## config.mk

```make
export PLATFORM = sky130hd
export DESIGN_NAME = trig_irq_ctrl
export DESIGN_NICKNAME = d
export VERILOG_FILES = /design/src/rtl/tic_pkg.sv /design/src/rtl/tic_sync_edge.sv /design/src/rtl/tic_trig.sv /design/src/rtl/tic_regs.sv /design/src/rtl/trig_irq_ctrl.sv
export SDC_FILE = /design/constraint.sdc
export NUM_CORES = 1
export LEC_CHECK = 0
export ABC_AREA = 1
export BUFFER_PORTS_ARGS = -buffer_cell sky130_fd_sc_hd__buf_4
export CORE_ASPECT_RATIO = 1.75
export CORE_UTILIZATION = 60
export DETAILED_ROUTE_END_ITERATION = 12
export PLACE_DENSITY = 0.81
export SYNTH_ARGS = -nofsm -noshare
export SYNTH_HDL_FRONTEND = slang
export SYNTH_HIERARCHICAL = 1
export SYNTH_SLANG_ARGS = --single-unit
```

## constraint.sdc

```tcl
create_clock -name clk -period 4.2 [get_ports clk]
set_input_delay 0.63 -clock clk [delete_from_list [all_inputs] [get_ports clk]]
set_output_delay 0.63 -clock clk [all_outputs]
set_load 0.02 [all_outputs]
```

## src/rtl/tic_pkg.sv

```systemverilog
package tic_pkg;

    typedef enum logic [1:0] {
        OP_READ = 2'b00,
        OP_SET  = 2'b01,
        OP_CLR  = 2'b10,
        OP_RSV  = 2'b11
    } bus_op_e;

    typedef enum logic [3:0] {
        G_TRIG0   = 4'd0,
        G_TRIG1   = 4'd1,
        G_TRIG2   = 4'd2,
        G_ENAB    = 4'd3,
        G_WAKE    = 4'd4,
        G_ROUTE   = 4'd5,
        G_SRCSEL  = 4'd6,
        G_RISECAP = 4'd7,
        G_FALLCAP = 4'd8,
        G_PEND0   = 4'd9,
        G_PEND1   = 4'd10,
        G_TEST    = 4'd11,
        G_RSV12   = 4'd12,
        G_RSV13   = 4'd13,
        G_RSV14   = 4'd14,
        G_RSV15   = 4'd15
    } grp_e;

    localparam int GRP_W  = 4;
    localparam int OP_W   = 2;
    localparam int ADDR_W = GRP_W + OP_W;

    localparam logic [2:0] TM_OFF  = 3'b000;
    localparam logic [2:0] TM_RISE = 3'b001;
    localparam logic [2:0] TM_FALL = 3'b010;
    localparam logic [2:0] TM_BOTH = 3'b011;
    localparam logic [2:0] TM_HIGH = 3'b101;
    localparam logic [2:0] TM_LOW  = 3'b110;

endpackage

```

## src/rtl/tic_sync_edge.sv

```systemverilog
module tic_sync_edge #(
    parameter int NSRC   = 32,
    parameter int STAGES = 2
) (
    input  logic            clk,
    input  logic            rst_n,
    input  logic [NSRC-1:0] pin_i,
    input  logic [NSRC-1:0] force_i,
    input  logic [NSRC-1:0] sel_pin_i,
    output logic [NSRC-1:0] lvl_o,
    output logic [NSRC-1:0] rise_o,
    output logic [NSRC-1:0] fall_o
);

    logic [NSRC-1:0] synced;
    logic [NSRC-1:0] prev_q;

    for (genvar i = 0; i < NSRC; i++) begin : g_sync
        logic [STAGES-1:0] chain_q;
        always_ff @(posedge clk or negedge rst_n) begin
            if (!rst_n) begin
                chain_q <= '0;
            end else begin
                chain_q <= {chain_q[STAGES-2:0], pin_i[i]};
            end
        end
        assign synced[i] = chain_q[STAGES-1];
    end

    assign lvl_o = (sel_pin_i & synced) | (~sel_pin_i & force_i);

    always_ff @(posedge clk or negedge rst_n) begin
        if (!rst_n) begin
            prev_q <= '0;
        end else begin
            prev_q <= lvl_o;
        end
    end

    assign rise_o = lvl_o & ~prev_q;
    assign fall_o = ~lvl_o & prev_q;

    // an event cannot be both a rising and a falling transition
    AST_EDGE_EXCL: assert property (@(posedge clk) disable iff (!rst_n)
        (rise_o & fall_o) == '0);

endmodule

```

## src/rtl/tic_trig.sv

```systemverilog
module tic_trig
    import tic_pkg::*;
#(
    parameter int NSRC = 32
) (
    input  logic            clk,
    input  logic            rst_n,
    input  logic [NSRC-1:0] plane0_i,
    input  logic [NSRC-1:0] plane1_i,
    input  logic [NSRC-1:0] plane2_i,
    input  logic [NSRC-1:0] enab_i,
    input  logic [NSRC-1:0] route_i,
    input  logic [NSRC-1:0] lvl_i,
    input  logic [NSRC-1:0] rcap_i,
    input  logic [NSRC-1:0] fcap_i,
    output logic [NSRC-1:0] rise_arm_o,
    output logic [NSRC-1:0] fall_arm_o,
    output logic [NSRC-1:0] raw_o,
    output logic [NSRC-1:0] pend0_o,
    output logic [NSRC-1:0] pend1_o
);

    for (genvar i = 0; i < NSRC; i++) begin : g_dec
        logic [2:0] code;
        assign code = {plane2_i[i], plane1_i[i], plane0_i[i]};
        always_comb begin
            rise_arm_o[i] = 1'b0;
            fall_arm_o[i] = 1'b0;
            raw_o[i]      = 1'b0;
            case (code)
                TM_RISE: begin
                    rise_arm_o[i] = 1'b1;
                    raw_o[i]      = rcap_i[i];
                end
                TM_FALL: begin
                    fall_arm_o[i] = 1'b1;
                    raw_o[i]      = fcap_i[i];
                end
                TM_BOTH: begin
                    rise_arm_o[i] = 1'b1;
                    fall_arm_o[i] = 1'b1;
                    raw_o[i]      = rcap_i[i] | fcap_i[i];
                end
                TM_HIGH: raw_o[i] = lvl_i[i];
                TM_LOW:  raw_o[i] = ~lvl_i[i];
                default: raw_o[i] = 1'b0;
            endcase
        end
    end

    logic [NSRC-1:0] gated;
    assign gated   = raw_o & enab_i;
    assign pend0_o = gated & route_i;
    assign pend1_o = gated & ~route_i;

    AST_PEND_DISJOINT: assert property (@(posedge clk) disable iff (!rst_n)
        (pend0_o & pend1_o) == '0);
    AST_PEND_NEEDS_ENAB: assert property (@(posedge clk) disable iff (!rst_n)
        ((pend0_o | pend1_o) & ~enab_i) == '0);

endmodule

```

## src/rtl/tic_regs.sv

```systemverilog
module tic_regs
    import tic_pkg::*;
#(
    parameter int NSRC = 32
) (
    input  logic              clk,
    input  logic              rst_n,
    input  logic              we_i,
    input  logic [ADDR_W-1:0] addr_i,
    input  logic [NSRC-1:0]   wdata_i,
    input  logic [NSRC-1:0]   rise_hit_i,
    input  logic [NSRC-1:0]   fall_hit_i,
    input  logic [NSRC-1:0]   pend0_i,
    input  logic [NSRC-1:0]   pend1_i,
    output logic [NSRC-1:0]   plane0_o,
    output logic [NSRC-1:0]   plane1_o,
    output logic [NSRC-1:0]   plane2_o,
    output logic [NSRC-1:0]   enab_o,
    output logic [NSRC-1:0]   wake_o,
    output logic [NSRC-1:0]   route_o,
    output logic [NSRC-1:0]   srcsel_o,
    output logic [NSRC-1:0]   test_o,
    output logic [NSRC-1:0]   rcap_o,
    output logic [NSRC-1:0]   fcap_o,
    output logic [NSRC-1:0]   rdata_o
);

    grp_e    grp;
    bus_op_e op;
    assign grp = grp_e'(addr_i[ADDR_W-1:OP_W]);
    assign op  = bus_op_e'(addr_i[OP_W-1:0]);

    logic set_w, clr_w;
    assign set_w = we_i && (op == OP_SET);
    assign clr_w = we_i && (op == OP_CLR);

    function automatic logic [NSRC-1:0] upd(input logic [NSRC-1:0] cur,
                                            input logic s, input logic c,
                                            input logic [NSRC-1:0] d);
        if (s)      return cur | d;
        else if (c) return cur & ~d;
        else        return cur;
    endfunction

    logic rclr, fclr;
    assign rclr = clr_w && (grp == G_RISECAP);
    assign fclr = clr_w && (grp == G_FALLCAP);

    always_ff @(posedge clk or negedge rst_n) begin
        if (!rst_n) begin
            plane0_o <= '0;
            plane1_o <= '0;
            plane2_o <= '0;
            enab_o   <= '0;
            wake_o   <= '0;
            route_o  <= '1;
            srcsel_o <= '1;
            test_o   <= '0;
            rcap_o   <= '0;
            fcap_o   <= '0;
        end else begin
            plane0_o <= upd(plane0_o, set_w && grp == G_TRIG0,  clr_w && grp == G_TRIG0,  wdata_i);
            plane1_o <= upd(plane1_o, set_w && grp == G_TRIG1,  clr_w && grp == G_TRIG1,  wdata_i);
            plane2_o <= upd(plane2_o, set_w && grp == G_TRIG2,  clr_w && grp == G_TRIG2,  wdata_i);
            enab_o   <= upd(enab_o,   set_w && grp == G_ENAB,   clr_w && grp == G_ENAB,   wdata_i);
            wake_o   <= upd(wake_o,   set_w && grp == G_WAKE,   clr_w && grp == G_WAKE,   wdata_i);
            route_o  <= upd(route_o,  set_w && grp == G_ROUTE,  clr_w && grp == G_ROUTE,  wdata_i);
            srcsel_o <= upd(srcsel_o, set_w && grp == G_SRCSEL, clr_w && grp == G_SRCSEL, wdata_i);
            if (set_w && grp == G_TEST) begin
                test_o <= wdata_i;
            end
            // new events win over a clear landing in the same cycle
            rcap_o <= (rcap_o & ~(rclr ? wdata_i : '0)) | rise_hit_i;
            fcap_o <= (fcap_o & ~(fclr ? wdata_i : '0)) | fall_hit_i;
        end
    end

    always_comb begin
        rdata_o = '0;
        if (op == OP_READ) begin
            case (grp)
                G_TRIG0:   rdata_o = plane0_o;
                G_TRIG1:   rdata_o = plane1_o;
                G_TRIG2:   rdata_o = plane2_o;
                G_ENAB:    rdata_o = enab_o;
                G_WAKE:    rdata_o = wake_o;
                G_ROUTE:   rdata_o = route_o;
                G_SRCSEL:  rdata_o = srcsel_o;
                G_RISECAP: rdata_o = rcap_o;
                G_FALLCAP: rdata_o = fcap_o;
                G_PEND0:   rdata_o = pend0_i;
                G_PEND1:   rdata_o = pend1_i;
                G_TEST:    rdata_o = test_o;
                default:   rdata_o = '0;
            endcase
        end
    end

    AST_PLANE_HOLD: assert property (@(posedge clk) disable iff (!rst_n)
        !we_i |=> ($stable(plane0_o) && $stable(enab_o) && $stable(route_o)));
    AST_RCAP_KEEP: assert property (@(posedge clk) disable iff (!rst_n)
        !rclr |=> ((rcap_o & $past(rcap_o)) == $past(rcap_o)));
    AST_FCAP_KEEP: assert property (@(posedge clk) disable iff (!rst_n)
        !fclr |=> ((fcap_o & $past(fcap_o)) == $past(fcap_o)));

endmodule

```

## src/rtl/trig_irq_ctrl.sv

```systemverilog
module trig_irq_ctrl
    import tic_pkg::*;
#(
    parameter int NSRC        = 32,
    parameter int SYNC_STAGES = 2
) (
    input  logic              clk,
    input  logic              rst_n,
    input  logic [NSRC-1:0]   irq_pin_i,
    input  logic              bus_we_i,
    input  logic [ADDR_W-1:0] bus_addr_i,
    input  logic [NSRC-1:0]   bus_wdata_i,
    output logic [NSRC-1:0]   bus_rdata_o,
    output logic              req0_o,
    output logic              req1_o,
    output logic              wake_o
);

    logic [NSRC-1:0] plane0, plane1, plane2, enab, wake_en, route, srcsel, testv;
    logic [NSRC-1:0] rcap, fcap, lvl, rise_ev, fall_ev;
    logic [NSRC-1:0] rise_arm, fall_arm, raw, pend0, pend1;

    tic_sync_edge #(.NSRC(NSRC), .STAGES(SYNC_STAGES)) u_sync (
        .clk      (clk),
        .rst_n    (rst_n),
        .pin_i    (irq_pin_i),
        .force_i  (testv),
        .sel_pin_i(srcsel),
        .lvl_o    (lvl),
        .rise_o   (rise_ev),
        .fall_o   (fall_ev)
    );

    tic_trig #(.NSRC(NSRC)) u_trig (
        .clk       (clk),
        .rst_n     (rst_n),
        .plane0_i  (plane0),
        .plane1_i  (plane1),
        .plane2_i  (plane2),
        .enab_i    (enab),
        .route_i   (route),
        .lvl_i     (lvl),
        .rcap_i    (rcap),
        .fcap_i    (fcap),
        .rise_arm_o(rise_arm),
        .fall_arm_o(fall_arm),
        .raw_o     (raw),
        .pend0_o   (pend0),
        .pend1_o   (pend1)
    );

    tic_regs #(.NSRC(NSRC)) u_regs (
        .clk       (clk),
        .rst_n     (rst_n),
        .we_i      (bus_we_i),
        .addr_i    (bus_addr_i),
        .wdata_i   (bus_wdata_i),
        .rise_hit_i(rise_ev & rise_arm),
        .fall_hit_i(fall_ev & fall_arm),
        .pend0_i   (pend0),
        .pend1_i   (pend1),
        .plane0_o  (plane0),
        .plane1_o  (plane1),
        .plane2_o  (plane2),
        .enab_o    (enab),
        .wake_o    (wake_en),
        .route_o   (route),
        .srcsel_o  (srcsel),
        .test_o    (testv),
        .rcap_o    (rcap),
        .fcap_o    (fcap),
        .rdata_o   (bus_rdata_o)
    );

    assign req0_o = |pend0;
    assign req1_o = |pend1;
    assign wake_o = |(raw & wake_en);

    AST_REQ0_ROUTED: assert property (@(posedge clk) disable iff (!rst_n)
        req0_o |-> ((enab & route) != '0));
    AST_REQ1_ROUTED: assert property (@(posedge clk) disable iff (!rst_n)
        req1_o |-> ((enab & ~route) != '0));
    AST_WAKE_NEEDS_EN: assert property (@(posedge clk) disable iff (!rst_n)
        wake_o |-> (wake_en != '0));

endmodule

```

==> results.ini <==
[global_route]
antenna_found_initial=0
grt.total_usage_pct=36.5
grt_pass1_vias=22600
grt_pass1_wl_mm=116
grt_max_degree=106
grt_overflow_total=0

[clocking]
cts_hold_buf=0
clk_pin_slew_ps=60
clock_sinks=416
cts.path.max_buffers=3
post-cts-setup-buffers=0
cts_htree_levels=2
clk_latency_ps=550
cts_buffers=40
cts_root_buf=clkbuf_16
cts_resized=0
cts_tree=yes

[floorplanning]
ios=108
start_util_pct=61.2
fp.dieH_um=264
die-area_um2=40100
rows=95
fp.coreArea_um2=38500
fp.dieW_um=152

[finish]
diodes=0
stdcell_area_um2=26100
area_delta_synth_final_pct=10.6
nets=3420
multi_input_area_um2=10800
fillers=3277
register_area_um2=10500
drive_above_1_share_pct=17.1

[setup_path]
cp_max_fo=5
timing.critical_path.cells=inv_2 > nand2_2 > nand2_2 > o21bai_1 > nand3_1 > nand3_2 > nand2_1 > nor2_1 > nor2_1 > nand4_1 > nor2_1 > nand2_1 > buf_4
reg2reg_slack_ps=3020
critPathRequiredTime_ps=3570
arrival_ps=2820
timing.rr.end=u_regs/fcap_o[6]$_DFF_PN0_
endpoint=req0_o
cp-start-kind=flop
crit_top_cell=nor2_1
critPathBufInv=2
cp-end-kind=output pin
worstSetupPathType=reg -> out
slowest_delay_ps=590
cp_num_cells=13
reg2regPathDepth=7
critPathSlowestCell=dfstp_2
cp_top_family=simple AND/OR/NAND/NOR gates

[yosys]
synth-edff-count=0
synth_seq_cells=416
synth_ff_type=dfrtp_1
synth_top_cell_by_area=dfrtp_1
synth_top_cells_by_count=nand2_1 (818), o21ai_0 (491), nand3_1 (472), inv_1 (356), dfrtp_1 (352)
synth.top_cell.area_share_pct=37.4
synthArstFlopShare_pct=100
yosysSeqAreaShare_pct=44.5
synth_cell_types=21
yosysWarnings=6
synth_fp_nets=3392
yosysMostFrequentCell=nand2_1
syn_area_per_cell_um2=7.10
synth_cells=3319
netlist_top_cells_area=dfrtp_1 (37%), nand2_1 (13%), o21ai_0 (10%), nand3_1 (10%), dfstp_2 (7.1%)
synth_area_um2=23600

[sta]
fin_setup_tns_ps=0
rsz0062_at_grt=false
min_period_ps=3450
setup_viol_count_final=0
clock_skew_ps=16.8
fmax_ghz=0.290
hold_viol_final=0
worstMarginPinSlew_ps=1140
fin_ws_ps=747
holdWs_ps=131
slew_violations=0
fin_crit_sh_pct=82.2
timing.max_slew.rel_slack_pct=23.5

[drt]
via_per_inst=5.97
drt-initial-drc-count=2359
dr.pass1.iters=9
wl_per_cell_um=18.8
vias=23000
drt_wl_total_mm=72.5
drt.antenna.violating_nets=0
drc_errors=0

[power_and_ir_drop]
ir_drop_v=0.000337
p_per_area_nw_per_um2=423
leakagePower_nw=13.0
p_total_mw=11.0

[place]
port_buffers=107
pre_cts_ws_ps=1080
place.gp.congestion=0.912
dp_hpwl_mm=45.9
post_dp_cell_area_um2=24800

[status]
outcome=completed

[min_path]
worstHoldPathType=in -> async

[flow_run]
max_cap_violations=0

==> worst register-to-register path: cells and delay by family, from the launching register on <==
kind	cells	cell delay, ps
DFF	1	590
and+or+nand+nor	5	360
buffers and inverters	2	100
==> area by class of cell <==
type	count	share of cell area [%]
Clock inverter	16	0.700
Tap cell	485	2.33
Timing Repair Buffer	148	4.86
Multi-Input combinational cell	2302	41.2
Sequential cell	416	40.2
Inverter	439	6.32
Clock buffer	56	4.38
==> stage by stage <==
step / cells / utilization (%)
final: 3862 / 67.7
after global routing: 3862 / 67.7
after CTS: 3862 / 67.7
after detailed placement: 3790 / 64.3
after global placement: 3790 / 64.3
after floorplan: 3319 / -
==> per-layer routing <==
layer  vias up  track usage (%)  part of all wire (%)
met2      1348             61.8                    48
met4         0             27.3                   8.3
met5         -                0                     0
met3       404             6.09                   9.0
met1     10700             41.2                    35
li1      10600                -                     -
==> cells in the final DEF (no fill, tap or decap), types with 8 or more instances in the layout <==
| cell type | n |
|---|---|
| nand3_2 | 32 |
| clkbuf_16 | 41 |
| inv_1 | 356 |
| o21bai_1 | 27 |
| buf_4 | 135 |
| nor2_4 | 8 |
| nand2_1 | 815 |
| o21ai_0 | 491 |
| o21ai_1 | 53 |
| buf_12 | 12 |
| nor2_2 | 98 |
| nand2_2 | 82 |
| clkbuf_1 | 9 |
| nand4_1 | 8 |
| nor2_1 | 215 |
| nand3_1 | 472 |
| dfstp_2 | 64 |
| inv_2 | 82 |
| dfrtp_1 | 352 |
| clkinv_2 | 11 |
==> report_power, final <==
| group | internal, mW | switching, mW |
|---|---|---|
| sequential | 4.60 | 0.568 |
| clock | 2.15 | 1.57 |
| combinational | 0.747 | 1.41 |
==> kinds of logic (layout without fill, tap and decap cells) <==
logic type	Yosys count	in the layout	synth area share, %
simple gates	1731	1731	33.0
compound gates	571	571	12.4
flops	416	416	44.5
buf+inv	601	659	10.1
==> worst min-delay path by stage <==
stage                                                         to                                   start
final                     u_sync/g_sync[25].chain_q[0]$_DFF_PN0_                                   rst_n
after global routing       u_sync/g_sync[3].chain_q[0]$_DFF_PN0_                            irq_pin_i[3]
after CTS                  u_sync/g_sync[3].chain_q[0]$_DFF_PN0_                            irq_pin_i[3]
after detailed placement  u_sync/g_sync[12].chain_q[1]$_DFF_PN0_  u_sync/g_sync[12].chain_q[0]$_DFF_PN0_
after global placement    u_sync/g_sync[30].chain_q[1]$_DFF_PN0_  u_sync/g_sync[30].chain_q[0]$_DFF_PN0_
after floorplan                                        async pin                                   rst_n
(Power assumes the default switching activity.)
